`src/rtl/ivs_pkg.sv`:
```
package ivs_pkg;

    localparam int IDX_W = 3;

    typedef enum logic [IDX_W-1:0] {
        IDX_NMI   = 3'd0,
        IDX_IRQ   = 3'd1,
        IDX_BLANK = 3'd2,
        IDX_GPIO  = 3'd3,
        IDX_PORT2 = 3'd4
    } reg_idx_e;

    typedef struct packed {
        logic vblank;
        logic hblank;
        logic poll;
    } live_bits_t;

    // True inside the split blank window: at or below lo, or at or above hi.
    function automatic logic window_hit(int pos, int lo, int hi);
        return (pos <= lo) || (pos >= hi);
    endfunction

    // Bits under mask come from own; the remaining bits come from the bus latch.
    function automatic logic [7:0] merge_bus(logic [7:0] own, logic [7:0] mask,
                                             logic [7:0] latch);
        return (own & mask) | (latch & ~mask);
    endfunction

endpackage

```
`src/rtl/ivs_flag.sv`:
```
module ivs_flag (
    input  logic clk,
    input  logic rst,
    input  logic set_i,
    input  logic clr_i,
    output logic flag_o
);

    always_ff @(posedge clk) begin
        if (rst)
            flag_o <= 1'b0;
        else if (set_i)
            flag_o <= 1'b1;
        else if (clr_i)
            flag_o <= 1'b0;
    end

    assert_set_sticks_R3: assert property (@(posedge clk) disable iff (rst)
        set_i |=> flag_o);

    assert_read_clears_R3: assert property (@(posedge clk) disable iff (rst)
        (clr_i && !set_i) |=> !flag_o);

endmodule

```
`src/rtl/ivs_gpio.sv`:
```
module ivs_gpio #(
    parameter logic [7:0] RST_VAL = 8'hFF
) (
    input  logic       clk,
    input  logic       rst,
    input  logic       wr_i,
    input  logic [7:0] data_i,
    output logic [7:0] q_o,
    output logic       pulse_o
);

    always_ff @(posedge clk) begin
        if (rst) begin
            q_o     <= RST_VAL;
            pulse_o <= 1'b0;
        end else begin
            pulse_o <= wr_i && q_o[7] && !data_i[7];
            if (wr_i)
                q_o <= data_i;
        end
    end

    assert_pulse_on_fall_R9: assert property (@(posedge clk) disable iff (rst)
        pulse_o |-> ($past(q_o[7]) && !q_o[7]));

    assert_pulse_single_R9: assert property (@(posedge clk) disable iff (rst)
        pulse_o |=> !pulse_o);

endmodule

```
`src/rtl/ivs_readmux.sv`:
```
module ivs_readmux
    import ivs_pkg::*;
#(
    parameter int         HCNT_W   = 11,
    parameter int         VCNT_W   = 9,
    parameter int         HB_LO    = 2,
    parameter int         HB_HI    = 1096,
    parameter logic [3:0] CHIP_VER = 4'h2
) (
    input  logic [IDX_W-1:0]  idx,
    input  logic [7:0]        latch,
    input  logic              nmi_flag,
    input  logic              irq_flag,
    input  logic [HCNT_W-1:0] hpos,
    input  logic [VCNT_W-1:0] vpos,
    input  logic [VCNT_W-1:0] height,
    input  logic              poll,
    input  logic [1:0]        serial,
    input  logic [7:0]        gpio,
    output logic [7:0]        val
);

    live_bits_t live;

    always_comb begin
        live.vblank = (vpos >= height);
        live.hblank = window_hit(int'(hpos), HB_LO, HB_HI);
        live.poll   = poll;
    end

    always_comb begin
        case (idx)
            IDX_NMI:   val = merge_bus({nmi_flag, 3'b000, CHIP_VER}, 8'h8F, latch);
            IDX_IRQ:   val = merge_bus({irq_flag, 7'd0}, 8'h80, latch);
            IDX_BLANK: val = merge_bus({live.vblank, live.hblank, 5'd0, live.poll},
                                       8'hC1, latch);
            IDX_GPIO:  val = gpio;
            IDX_PORT2: val = merge_bus({3'b000, 3'b111, serial}, 8'h1F, latch);
            default:   val = latch;
        endcase
    end

endmodule

```
`src/rtl/irq_video_status.sv`:
```
module irq_video_status
    import ivs_pkg::*;
#(
    parameter int         HCNT_W   = 11,
    parameter int         VCNT_W   = 9,
    parameter int         HB_LO    = 2,
    parameter int         HB_HI    = 1096,
    parameter logic [3:0] CHIP_VER = 4'h2,
    parameter logic [7:0] GPIO_RST = 8'hFF
) (
    input  logic              clk,
    input  logic              rst,
    input  logic [2:0]        addr,
    input  logic              rd_en,
    input  logic              wr_en,
    input  logic [7:0]        wr_data,
    output logic [7:0]        rd_data,
    input  logic              nmi_set,
    input  logic              irq_set,
    input  logic [HCNT_W-1:0] hpos,
    input  logic [VCNT_W-1:0] vpos,
    input  logic [VCNT_W-1:0] disp_height,
    input  logic              poll_busy,
    input  logic [1:0]        port2_serial,
    output logic [7:0]        gpio_out,
    output logic              cnt_latch
);

    localparam int NUM_FLAGS = 2;

    logic [NUM_FLAGS-1:0] flag_set;
    logic [NUM_FLAGS-1:0] flag_clr;
    logic [NUM_FLAGS-1:0] flag_q;
    logic [7:0]           bus_latch;
    logic [7:0]           rd_val;

    assign flag_set = {irq_set, nmi_set};

    // Flag g lives at register index g (NMI at 0, IRQ at 1).
    for (genvar g = 0; g < NUM_FLAGS; g++) begin : g_flag
        assign flag_clr[g] = rd_en && (addr == IDX_W'(g));
        ivs_flag u_flag (
            .clk    (clk),
            .rst    (rst),
            .set_i  (flag_set[g]),
            .clr_i  (flag_clr[g]),
            .flag_o (flag_q[g])
        );
    end

    ivs_gpio #(.RST_VAL(GPIO_RST)) u_gpio (
        .clk     (clk),
        .rst     (rst),
        .wr_i    (wr_en && (addr == IDX_GPIO)),
        .data_i  (wr_data),
        .q_o     (gpio_out),
        .pulse_o (cnt_latch)
    );

    ivs_readmux #(
        .HCNT_W   (HCNT_W),
        .VCNT_W   (VCNT_W),
        .HB_LO    (HB_LO),
        .HB_HI    (HB_HI),
        .CHIP_VER (CHIP_VER)
    ) u_mux (
        .idx      (addr),
        .latch    (bus_latch),
        .nmi_flag (flag_q[0]),
        .irq_flag (flag_q[1]),
        .hpos     (hpos),
        .vpos     (vpos),
        .height   (disp_height),
        .poll     (poll_busy),
        .serial   (port2_serial),
        .gpio     (gpio_out),
        .val      (rd_val)
    );

    always_ff @(posedge clk) begin
        if (rst) begin
            rd_data   <= 8'h00;
            bus_latch <= 8'h00;
        end else if (wr_en) begin
            bus_latch <= wr_data;
        end else if (rd_en) begin
            rd_data   <= rd_val;
            bus_latch <= rd_val;
        end
    end

    assert_no_dual_strobe_R11: assert property (@(posedge clk) disable iff (rst)
        !(rd_en && wr_en));

    assert_rd_hold_R11: assert property (@(posedge clk) disable iff (rst)
        (!$past(rst) && !$past(rd_en)) |-> $stable(rd_data));

    assert_latch_write_R10: assert property (@(posedge clk) disable iff (rst)
        (!$past(rst) && $past(wr_en)) |-> (bus_latch == $past(wr_data)));

    assert_latch_read_R10: assert property (@(posedge clk) disable iff (rst)
        (!$past(rst) && $past(rd_en) && !$past(wr_en)) |-> (bus_latch == rd_data));

    assert_port2_ones_R7: assert property (@(posedge clk) disable iff (rst)
        (!$past(rst) && $past(rd_en) && !$past(wr_en) && ($past(addr) == IDX_PORT2))
        |-> (rd_data[4:2] == 3'b111));

endmodule

```
`config.mk`:
```
export PLATFORM = sky130hd
export DESIGN_NAME = irq_video_status
export DESIGN_NICKNAME = d
export VERILOG_FILES = /design/src/rtl/ivs_pkg.sv /design/src/rtl/ivs_flag.sv /design/src/rtl/ivs_gpio.sv /design/src/rtl/ivs_readmux.sv /design/src/rtl/irq_video_status.sv
export SDC_FILE = /design/constraint.sdc
export NUM_CORES = 1
export LEC_CHECK = 0
export ABC_AREA = 1
export CELL_PAD_IN_SITES_DETAIL_PLACEMENT = 1
export CELL_PAD_IN_SITES_GLOBAL_PLACEMENT = 2
export CORE_MARGIN = 2
export CORE_UTILIZATION = 29
export CTS_BUF_LIST = sky130_fd_sc_hd__clkbuf_16
export DETAILED_ROUTE_END_ITERATION = 10
export DONT_BUFFER_PORTS = 1
export PLACE_DENSITY = 0.72
export SETUP_SLACK_MARGIN = 0.02
export SKIP_LAST_GASP = 1
export SYNTH_ARGS = -nofsm -noshare
export SYNTH_HDL_FRONTEND = slang
export SYNTH_SLANG_ARGS = --single-unit
```
`constraint.sdc`:
```
create_clock -name clk -period 1.3 [get_ports clk]
set_clock_uncertainty 0.2 [all_clocks]
set_input_delay 0.13 -clock clk [delete_from_list [all_inputs] [get_ports clk]]
set_output_delay 0.13 -clock clk [all_outputs]
set_load 0.03 [all_outputs]
```
==> flow_metrics.py, run 1 <==
metrics = {
    "die": {
        "dieArea_sq_um": 5860,
        "core_sq_um": 5110,
        "die_x_um": 76.6,
        "die_y_um": 76.6,
        "initial_core_util_pct": 29.9,
        "io_pins": 66,
        "fp-row-count": 26,
    },
    "clock_tree": {
        "clock-root-buffer": "clkbuf_16",
        "clk_pin_slew_worst_paths_ns": 0.07,
        "cts_tree": "done",
        "clk_latency_ns": 0.26,
        "cts_setup_buffers": 0,
        "cts_hold_buffers": 9,
        "clock-sinks": 27,
        "cts_buffer_depth": 2,
        "h-tree-depth": 1,
        "numCtsBuffers": 3,
    },
    "timing": {
        "hold_ws_ns": -0.270,
        "drv_slew": 0,
        "fin_setup_tns_ns": 0,
        "worst_slew_pin_slew_ns": 0.289,
        "layout_min_cycle_time_ns": 1.17,
        "finalCritPeriodShare_pct": 90.4,
        "setup_viol": 0,
        "rsz0062_at_grt": "no",
        "hold_viol": 27,
        "max_freq_ghz": 0.851,
        "max-slew-margin-rel_pct": 80.7,
    },
    "hold_path": {
        "min_to": "rd_data[2]",
        "worstHoldStart": "rst",
        "hold_depth": 1,
        "hold_path_class": "input pin to flip-flop",
    },
    "yosys": {
        "yosys_warnings": 0,
        "synth_seq_area_share_pct": 35.4,
        "synth-seq-cells": 27,
        "synth_flop_cell": "dfxtp_1",
        "avgSynthCellArea_sq_um": 7.07,
        "syn_nets": 274,
        "synth_edf_count": 0,
        "synth_cells": 216,
        "async_reset_ff_share_pct": 0,
        "synth_cell_types": 30,
        "syn-cell-area_sq_um": 1530,
    },
    "routing": {
        "ant_nets": 0,
        "first_pass_iters": 4,
        "drtIter0Drc": 26,
        "via_per_inst": 4.68,
        "wl_um": 4350,
        "drcViolationCount": 0,
        "wl_per_cell_um": 13.6,
        "vias": 1492,
    },
    "placed_design": {
        "gp_congestion": 0.726,
        "placedCellCount": 307,
        "placed_area_sq_um": 1830,
        "dp_hpwl_um": 3440,
        "port_buffers": 0,
    },
    "final_layout": {
        "nFillCells": 660,
        "finalNonFillerCells": 319,
        "area_growth_pct": 30.1,
        "diodes": 0,
        "drive_above_1_share_pct": 22.5,
        "final_area_sq_um": 1990,
        "nNetsFinal": 308,
    },
    "global_routing": {
        "antenna_found_initial": 0,
        "grt_pass1_wl_um": 7340,
        "grt_pass1_vias": 1577,
        "track_usage_pct": 15.5,
        "grt_max_degree": 21,
        "overflow": 0,
    },
    "setup_path": {
        "timing.rr.start": "bus_latch[7]",
        "worstPathMaxFanout": 3,
        "cp-start-kind": "flip-flop",
        "path_class": "flip-flop to flip-flop",
        "setup.worst_path.end_class": "flip-flop",
        "worstReg2RegEnd": "bus_latch[7]",
        "r2r_slack_ns": 0.13,
        "arrival_ns": 1.12,
        "r2r_cells": 6,
        "critPathRequiredTime_ns": 1.25,
    },
    "pwr": {
        "p_per_area_nw_per_um2": 985,
        "p_leak_nw": 0.925,
        "ir_worst_vdd_mv": 0.526,
    },
    "run_status": {
        "outcome": "finished, violations left",
        "violations": "hold timing",
    },
    "run": {
        "maxCapViolCount": 0,
    },
}
## flip-flops by register name, summed over array words and instances, names as in the netlist
name / cells
bus_latch: 8
rd_data: 8
u_gpio.q_o: 8
g_flag.u_flag.flag_o: 2
u_gpio.pulse_o: 1
## cells by family after synthesis
| group | share of synthesized area [%] |
|---|---|
| compound gates | 17.8 |
| flops | 35.4 |
| buf+inv | 10.8 |
| simple gates | 28.7 |
| fa+ha+maj | 7.37 |
## worst max-delay path, stage by stage (launching register included)
cell	delay, ns
dfxtp_1	0.33
o21ai_1	0.14
nand2_1	0.07
nor2_1	0.12
nand2_1	0.06
nand2_1	0.08
a21oi_1	0.06
## cells in the mapped netlist, types with 2 or more instances
master    number  area (sq um)
a21oi_1       17          85.1
inv_1         31           116
buf_6          2          22.5
o21ai_1        3          15.0
ha_1           9           113
o21ai_2        2          17.5
o211ai_1       3          22.5
nand3_1        9          45.0
o221ai_1       4          35.0
clkbuf_1       2          7.51
nor2_4         2          22.5
dfxtp_1       27           541
o21ai_0        4          20.0
nand4_1        3          18.8
nand2_1       61           229
inv_2          5          18.8
a31oi_1        5          31.3
a21boi_0       2          15.0
nor2_1        12          45.0
nor2_2         3          18.8
## power breakdown
group / switching, mW / total, mW / leakage, nW / internal (mW)
registers: 0.0224 / 0.890 / 0.221 / 0.868
logic: 0.202 / 0.356 / 0.663 / 0.154
clock network: 0.296 / 0.711 / 0.0409 / 0.415
total: 0.520 / 1.96 / 0.925 / 1.44
## layout make-up
class	count	area [sq um]	area share [%]
Multi-Input combinational cell	149	875	44.0
Sequential cell	27	542	27.3
Timing Repair Buffer	33	268	13.5
Inverter	36	135	6.80
Tap cell	70	87.6	4.41
Clock buffer	3	75.1	3.78
Clock inverter	1	5.00	0.252
## metrics by stage
stage / util [%] / setup slack (ns) / total power, mW
after detailed placement: 35.8 / -0.0935 / 1.25
after CTS: 39.1 / 0.0700 / 1.99
after floorplan: - / 0.0226 / 1.16
after global routing: 38.9 / 0.0377 / 2.08
after global placement: 35.8 / -0.0569 / 1.25
final: 38.9 / 0.125 / 1.96
## worst max path at each step
| stage | from | depth (start not counted) | endpoint |
|---|---|---|---|
| 2_1_floorplan | disp_height[5] | 10 | bus_latch[7] |
| 3_5_place_dp | disp_height[1] | 10 | bus_latch[7] |
| 6_report | bus_latch[7] | 6 | bus_latch[7] |
| 3_3_place_gp | disp_height[7] | 10 | bus_latch[7] |
| 5_1_grt | u_gpio.q_o[7] | 6 | bus_latch[7] |
| 4_1_cts | bus_latch[7] | 6 | bus_latch[7] |
## timing repair
action / in CTS / in global routing
hold endpoints to repair: 27 / 26
endpoints found under the setup margin: 0 / 3
gates resized for setup: 0 / 1
## cells in the final DEF, fill, tap and decap left out, drive strengths merged, types with 4 or more instances in the layout
cell	n
a31oi	5
o21ai	9
inv	36
a21oi	17
nand3	10
buf	25
ha	9
o221ai	4
nor2	17
dfxtp	27
dlygate4sd3	8
nand2	62
## layer usage
metal	global-route usage, %	vias to the layer above	routed length, um
li1	-	777	-
met2	27.8	39	2090
met1	18.9	674	2010
met3	2.61	2	223
met5	0	-	0
met4	4.36	0	31
Note: power is estimated with default switching activity, not from simulation.
==> run 2: changes to the inputs <==
CORE_UTILIZATION = 30   (was 29)
PLACE_DENSITY = 0.7   (was 0.72)
SYNTH_HIERARCHICAL = 1   (was unset)
clock period = 1.15 ns   (was 1.3 ns; I/O delays follow)
==> flow_metrics.py, run 2 <==
metrics = {
    "timing": {
        "finalCritPeriodShare_pct": 112,
        "fin_ws_ns": -0.134,
        "hold_viol": 19,
        "setup_viol": 6,
        "max-slew-margin-rel_pct": 76.5,
        "drv_slew": 0,
        "hold_ws_ns": -0.306,
        "rsz0062_at_grt": "yes",
        "max_freq_ghz": 0.779,
        "layout_min_cycle_time_ns": 1.28,
        "worst_slew_pin_slew_ns": 0.351,
    },
    "yosys": {
        "synth_flop_cell": "dfxtp_1",
        "synth_cell_types": 28,
        "synthTopCellsByCount": "92 x nand2_1, 30 x inv_1, 27 x dfxtp_1",
        "async_reset_ff_share_pct": 0,
        "yosys-top-cells-area": "dfxtp_1 30%, nand2_1 19%, nand3_4 7.8%",
        "yosysMostFrequentCell": "nand2_1",
        "syn-cell-area_sq_um": 1810,
        "syn_nets": 308,
        "synth_cells": 250,
        "synth_top_area_share_pct": 29.9,
        "synth-seq-cells": 27,
        "synth_largest_area_cell": "dfxtp_1",
        "synth_edf_count": 0,
        "synth_seq_area_share_pct": 29.9,
        "avgSynthCellArea_sq_um": 7.23,
        "yosys_warnings": 6,
    },
    "global_routing": {
        "grt_pass1_vias": 1652,
        "grt_max_degree": 15,
        "overflow": 0,
        "track_usage_pct": 15.6,
        "grt_pass1_wl_um": 7950,
        "antenna_found_initial": 0,
    },
    "run_status": {
        "outcome": "finished, violations left",
        "violations": "hold timing, setup timing",
    },
    "setup_path": {
        "path_class": "flip-flop to flip-flop",
        "critPathRequiredTime_ns": 1.12,
        "worstPathMaxFanout": 2,
        "critPathBufInv": 1,
        "critPathMaxStageDelay_ns": 0.35,
        "setup.worst_path.end_class": "flip-flop",
        "arrival_ns": 1.25,
        "cp-start-kind": "flip-flop",
        "crit_family": "simple AND/OR/NAND/NOR gates",
        "cpMaxStageDelayCell": "dfxtp_4",
        "cp_cell_sequence": "a22o_1 -> nand3b_1 -> nand3_4 -> nand3_2 -> nand2_1 -> inv_1",
    },
    "clock_tree": {
        "cts_setup_buffers": 0,
        "clk_latency_ns": 0.26,
        "clock-sinks": 27,
        "numCtsBuffers": 3,
        "h-tree-depth": 1,
        "cts_tree": "done",
        "cts_buffer_depth": 2,
        "clock-root-buffer": "clkbuf_16",
        "clk_pin_slew_worst_paths_ns": 0.07,
    },
    "placed_design": {
        "dp_hpwl_um": 4090,
        "placed_area_sq_um": 2240,
        "placedCellCount": 353,
        "gp_congestion": 0.729,
        "port_buffers": 0,
    },
    "pwr": {
        "p_per_area_nw_per_um2": 967,
        "p_leak_nw": 1.18,
        "ir_worst_vdd_mv": 0.507,
        "power_mw": 2.39,
    },
    "die": {
        "die_x_um": 81.6,
        "die_y_um": 81.6,
        "io_pins": 66,
        "core_sq_um": 5890,
        "initial_core_util_pct": 30.7,
        "fp-row-count": 28,
        "dieArea_sq_um": 6660,
    },
    "routing": {
        "vias": 1675,
        "via_per_inst": 4.56,
        "drcViolationCount": 0,
        "wl_um": 5060,
        "drtIter0Drc": 42,
        "ant_nets": 0,
        "wl_per_cell_um": 13.8,
        "first_pass_iters": 4,
    },
    "final_layout": {
        "final_area_sq_um": 2470,
        "mostFrequentLayoutCells": "90 x nand2_1, 30 x buf_4, 25 x inv_1, 16 x dfxtp_1, 16 x nand3_1",
        "nFillCells": 733,
        "utilization_pct": 41.9,
        "register_area_sq_um": 559,
        "finalNonFillerCells": 367,
        "mostFrequentLayoutCell": "nand2_1",
        "diodes": 0,
        "multi_input_area_sq_um": 1190,
        "area_growth_pct": 36.6,
        "nNetsFinal": 351,
        "largestRegisters": "bus_latch x8, rd_data x8, u_gpio/q_o x8",
        "drive_above_1_share_pct": 37.7,
    },
    "hold_path": {
        "hold_path_class": "input pin to flip-flop",
    },
    "run": {
        "maxCapViolCount": 0,
    },
}
-- run 2: cell types whose count changed in the layout (fill, tap and decap cells not counted), sizes merged, moves of 4 or more --
cell	before	now
a31oi	5	0
nand2	62	97
buf	25	32
o221ai	4	0
nand3	10	36
o21ai	9	2
-- run 2: final timing paths --
kind                                    start                 endpoint  slack [ns]  depth (start not counted)
worst max register to register  u_gpio/q_o[6]             bus_latch[6]       -0.13                          6
worst max-delay path            u_gpio/q_o[6]             bus_latch[6]       -0.13                          6
worst min register to register     rd_data[4]               rd_data[4]        0.27                          2
worst min-delay path                      rst  g_flag[0].u_flag/flag_o       -0.31                          1
-- run 2: final cells by class --
type | instances | share of cell area (%)
sequential | 27 | 22.7
multi-input combinational | 181 | 48.0
inverter | 38 | 8.21
clock inverter | 1 | 0.152
timing repair buffer | 42 | 14.1
clock buffer | 3 | 3.04
tap | 75 | 3.80
-- run 2: kinds of logic (layout without fill, tap and decap cells) --
family / Yosys count / after routing / share of synthesized area [%]
DFF: 27 / 27 / 29.9
and+or+nand+nor: 153 / 153 / 45.2
AOI/OAI and AO/OA: 19 / 19 / 7.83
adders and majority gates: 9 / 9 / 6.23
buffers and inverters: 42 / 84 / 10.8
-- run 2: power breakdown --
group	total, mW	internal, mW	switching (mW)	leakage, nW
Combinational	0.560	0.253	0.307	0.921
Clock	0.817	0.467	0.350	0.0423
Sequential	1.01	0.981	0.0281	0.220
Total	2.39	1.70	0.686	1.18
-- run 2: per-stage QoR --
| step | TNS, ns | setup slack [ns] |
|---|---|---|
| after floorplan | -0.793 | -0.239 |
| after global placement | -2.24 | -0.322 |
| after detailed placement | -2.51 | -0.368 |
| after CTS | -0.434 | -0.146 |
| after global routing | -0.932 | -0.181 |
| final | -0.376 | -0.134 |
-- run 2: timing repair --
item | 4_1_cts | 5_1_grt
resized for setup | 6 | 8
pin swaps | 6 | 5
hold buffers | 9 | 2
endpoints found under the hold margin | 27 | 27
endpoints found under the setup margin | 9 | 20
-- run 2: layer usage --
metal | up-vias | global-route usage [%] | share of wire [%]
met4 | 0 | 4.00 | 0.53
met5 | - | 0 | 0
met1 | 757 | 20.6 | 47
met2 | 42 | 26.4 | 47
li1 | 874 | - | -
met3 | 2 | 2.53 | 5.1
==> run 3: changes to the inputs <==
ABC_AREA = unset   (was 1)
PLACE_DENSITY = 0.65   (was 0.7)
SKIP_CTS_REPAIR_TIMING = 1   (was unset)
==> flow_metrics.py, run 3 <==
metrics = {
    "pwr": {
        "p_leak_nw": 0.985,
        "p_sw_share_pct": 25.7,
        "power_mw": 2.39,
        "p_per_area_nw_per_um2": 1080,
        "comb_power_share_pct": 23.4,
        "p_int_mw": 1.77,
        "seq_power_share_pct": 42.6,
        "clockPowerShare_pct": 34.0,
        "switchingPower_uw": 615,
        "ir_worst_vdd_mv": 0.531,
    },
    "setup_path": {
        "worstPathMaxFanout": 2,
        "arrival_ns": 1.94,
        "critPathRequiredTime_ns": 1.11,
        "critPathBufInv": 0,
        "cpMaxStageDelayCell": "dfxtp_4",
        "path_class": "flip-flop to flip-flop",
        "setup.worst_path.end_class": "flip-flop",
        "crit_top_cell": "mux2_4",
        "crit_family": "multiplexers",
        "cp-start-kind": "flip-flop",
        "critPathMaxStageDelay_ns": 0.34,
        "cp_cell_sequence": "mux2_4 -> a221o_1 -> a22oi_2 -> o41ai_2 -> mux2_4 -> mux2i_1 -> nor2_1",
    },
    "die": {
        "die_y_um": 79.1,
        "dieArea_sq_um": 6260,
        "initial_core_util_pct": 30.9,
        "die_x_um": 79.1,
        "io_pins": 66,
        "core_sq_um": 5470,
        "fp-row-count": 27,
    },
    "timing": {
        "rsz0062_at_grt": "yes",
        "setup_viol": 25,
        "drv_slew": 0,
        "worst_slew_pin_slew_ns": 0.339,
        "max-slew-margin-rel_pct": 77.4,
        "hold_ws_ns": -0.292,
        "hold_viol": 27,
        "finalCritPeriodShare_pct": 172,
        "max_freq_ghz": 0.506,
        "fin_ws_ns": -0.826,
        "layout_min_cycle_time_ns": 1.98,
    },
    "yosys": {
        "avgSynthCellArea_sq_um": 9.35,
        "yosys-top-cells-area": "dfxtp_1 32%, mux2i_1 10%, mux2_4 8.0%",
        "synthTopCellsByCount": "27 x dfxtp_1, 23 x nor2_1, 17 x mux2i_1",
        "synth_cells": 181,
        "synth_top_area_share_pct": 32.0,
        "syn_nets": 239,
        "synth_flop_cell": "dfxtp_1",
        "syn-cell-area_sq_um": 1690,
        "async_reset_ff_share_pct": 0,
        "synth_seq_area_share_pct": 32.0,
        "yosys_warnings": 6,
        "synth-seq-cells": 27,
        "synth_edf_count": 0,
        "synth_cell_types": 41,
        "yosysMostFrequentCell": "dfxtp_1",
        "synth_largest_area_cell": "dfxtp_1",
    },
    "clock_tree": {
        "cts_tree": "done",
        "clock-sinks": 27,
        "clk_pin_slew_worst_paths_ns": 0.07,
        "clock-root-buffer": "clkbuf_16",
        "h-tree-depth": 1,
        "cts_buffer_depth": 2,
        "clk_latency_ns": 0.26,
        "numCtsBuffers": 3,
    },
    "routing": {
        "ant_nets": 0,
        "drtIter0Drc": 49,
        "drcViolationCount": 0,
        "wl_um": 4660,
        "vias": 1437,
        "via_per_inst": 5.10,
        "first_pass_iters": 2,
        "wl_per_cell_um": 16.5,
    },
    "global_routing": {
        "overflow": 0,
        "grt_pass1_wl_um": 7720,
        "grt_pass1_vias": 1630,
        "antenna_found_initial": 0,
        "grt_max_degree": 28,
        "track_usage_pct": 15.5,
    },
    "final_layout": {
        "nFillCells": 640,
        "area_growth_pct": 30.5,
        "utilization_pct": 40.3,
        "drive_above_1_share_pct": 41.0,
        "multi_input_area_sq_um": 1090,
        "nNetsFinal": 269,
        "mostFrequentLayoutCell": "buf_4",
        "register_area_sq_um": 568,
        "diodes": 0,
        "mostFrequentLayoutCells": "24 x buf_4, 23 x nor2_1, 17 x mux2i_1, 15 x dfxtp_1, 14 x inv_1",
        "largestRegisters": "bus_latch x8, rd_data x8, u_gpio/q_o x8",
    },
    "run_status": {
        "violations": "hold timing, setup timing",
        "outcome": "finished, violations left",
    },
    "placed_design": {
        "port_buffers": 0,
        "dp_hpwl_um": 3510,
        "post-place-ws_ns": -0.875,
        "gp_congestion": 0.700,
    },
    "hold_path": {
        "hold_path_class": "input pin to flip-flop",
    },
    "run": {
        "maxCapViolCount": 0,
    },
}
==> run 3: cell types whose count changed after synthesis, moves of 5 or more <==
cell / before / now
nand2b_1: 0 / 5
mux2i_1: 0 / 17
nor2b_1: 0 / 9
nand3_1: 20 / 1
nor2_1: 11 / 23
mux2_4: 0 / 9
a211o_2: 0 / 7
a21oi_2: 10 / 2
nand3_2: 8 / 0
inv_1: 30 / 14
nand2_1: 92 / 6
nand3_4: 8 / 0
==> run 3: worst register-to-register path, stage by stage, from the launching register on <==
cell,delay [ns]
dfxtp_4,0.34
mux2_4,0.25
a221o_1,0.34
a22oi_2,0.18
o41ai_2,0.11
mux2_4,0.27
mux2i_1,0.14
nor2_1,0.05
==> run 3: final cells by class <==
type,instances,area share (%)
clock buffer,3,3.40
clock inverter,1,0.227
inverter,14,2.38
multi-input combinational,129,49.5
sequential,27,25.7
tap,72,4.08
timing repair buffer,36,14.6
==> run 3: stage by stage <==
step,instance area (sq um),TNS (ns),std cells
final,2210,-5.23,282
after detailed placement,2020,-7.35,275
after CTS,2100,-5.87,279
after global routing,2210,-6.72,282
after floorplan,1790,-4.91,181
after global placement,2020,-6.40,275
==> run 3: cells by family (layout without fill, tap and decap cells) <==
group                      count (synthesis)  count (layout)  synth area share, %
and+or+nand+nor                           55              55                 17.7
AOI/OAI and AO/OA                         38              38                 16.9
muxes                                     27              27                 18.7
DFF                                       27              27                 32.0
buffers and inverters                     25              54                 8.06
adders and majority gates                  9               9                 6.66
==> run 3: power groups by stage <==
stage	Combinational, mW	Clock (mW)	Sequential, mW
6_report	0.558	0.812	1.02
5_1_grt	0.613	0.880	1.02
4_1_cts	0.526	0.833	1.01
3_5_place_dp	0.523	0	1.03
3_3_place_gp	0.495	0	1.03
2_1_floorplan	0.371	0	1.08
==> run 3: routing by layer <==
| layer | up-vias | GRT usage (%) | wire length (um) |
|---|---|---|---|
| li1 | 699 | - | - |
| met1 | 683 | 17.4 | 1890 |
| met2 | 46 | 28.8 | 2400 |
| met3 | 9 | 3.86 | 292 |
| met4 | 0 | 4.66 | 82 |
| met5 | - | 0 | 0 |
==> run 3: final timing paths <==
check,start,to,depth (start not counted),slack [ns]
worst min-delay path,rst,g_flag[0].u_flag/flag_o,1,-0.29
worst max-delay path,u_gpio/q_o[7],bus_latch[7],7,-0.83
worst min register to register,g_flag[1].u_flag/flag_o,g_flag[1].u_flag/flag_o,2,0.30
worst max register to register,u_gpio/q_o[7],bus_latch[7],7,-0.83
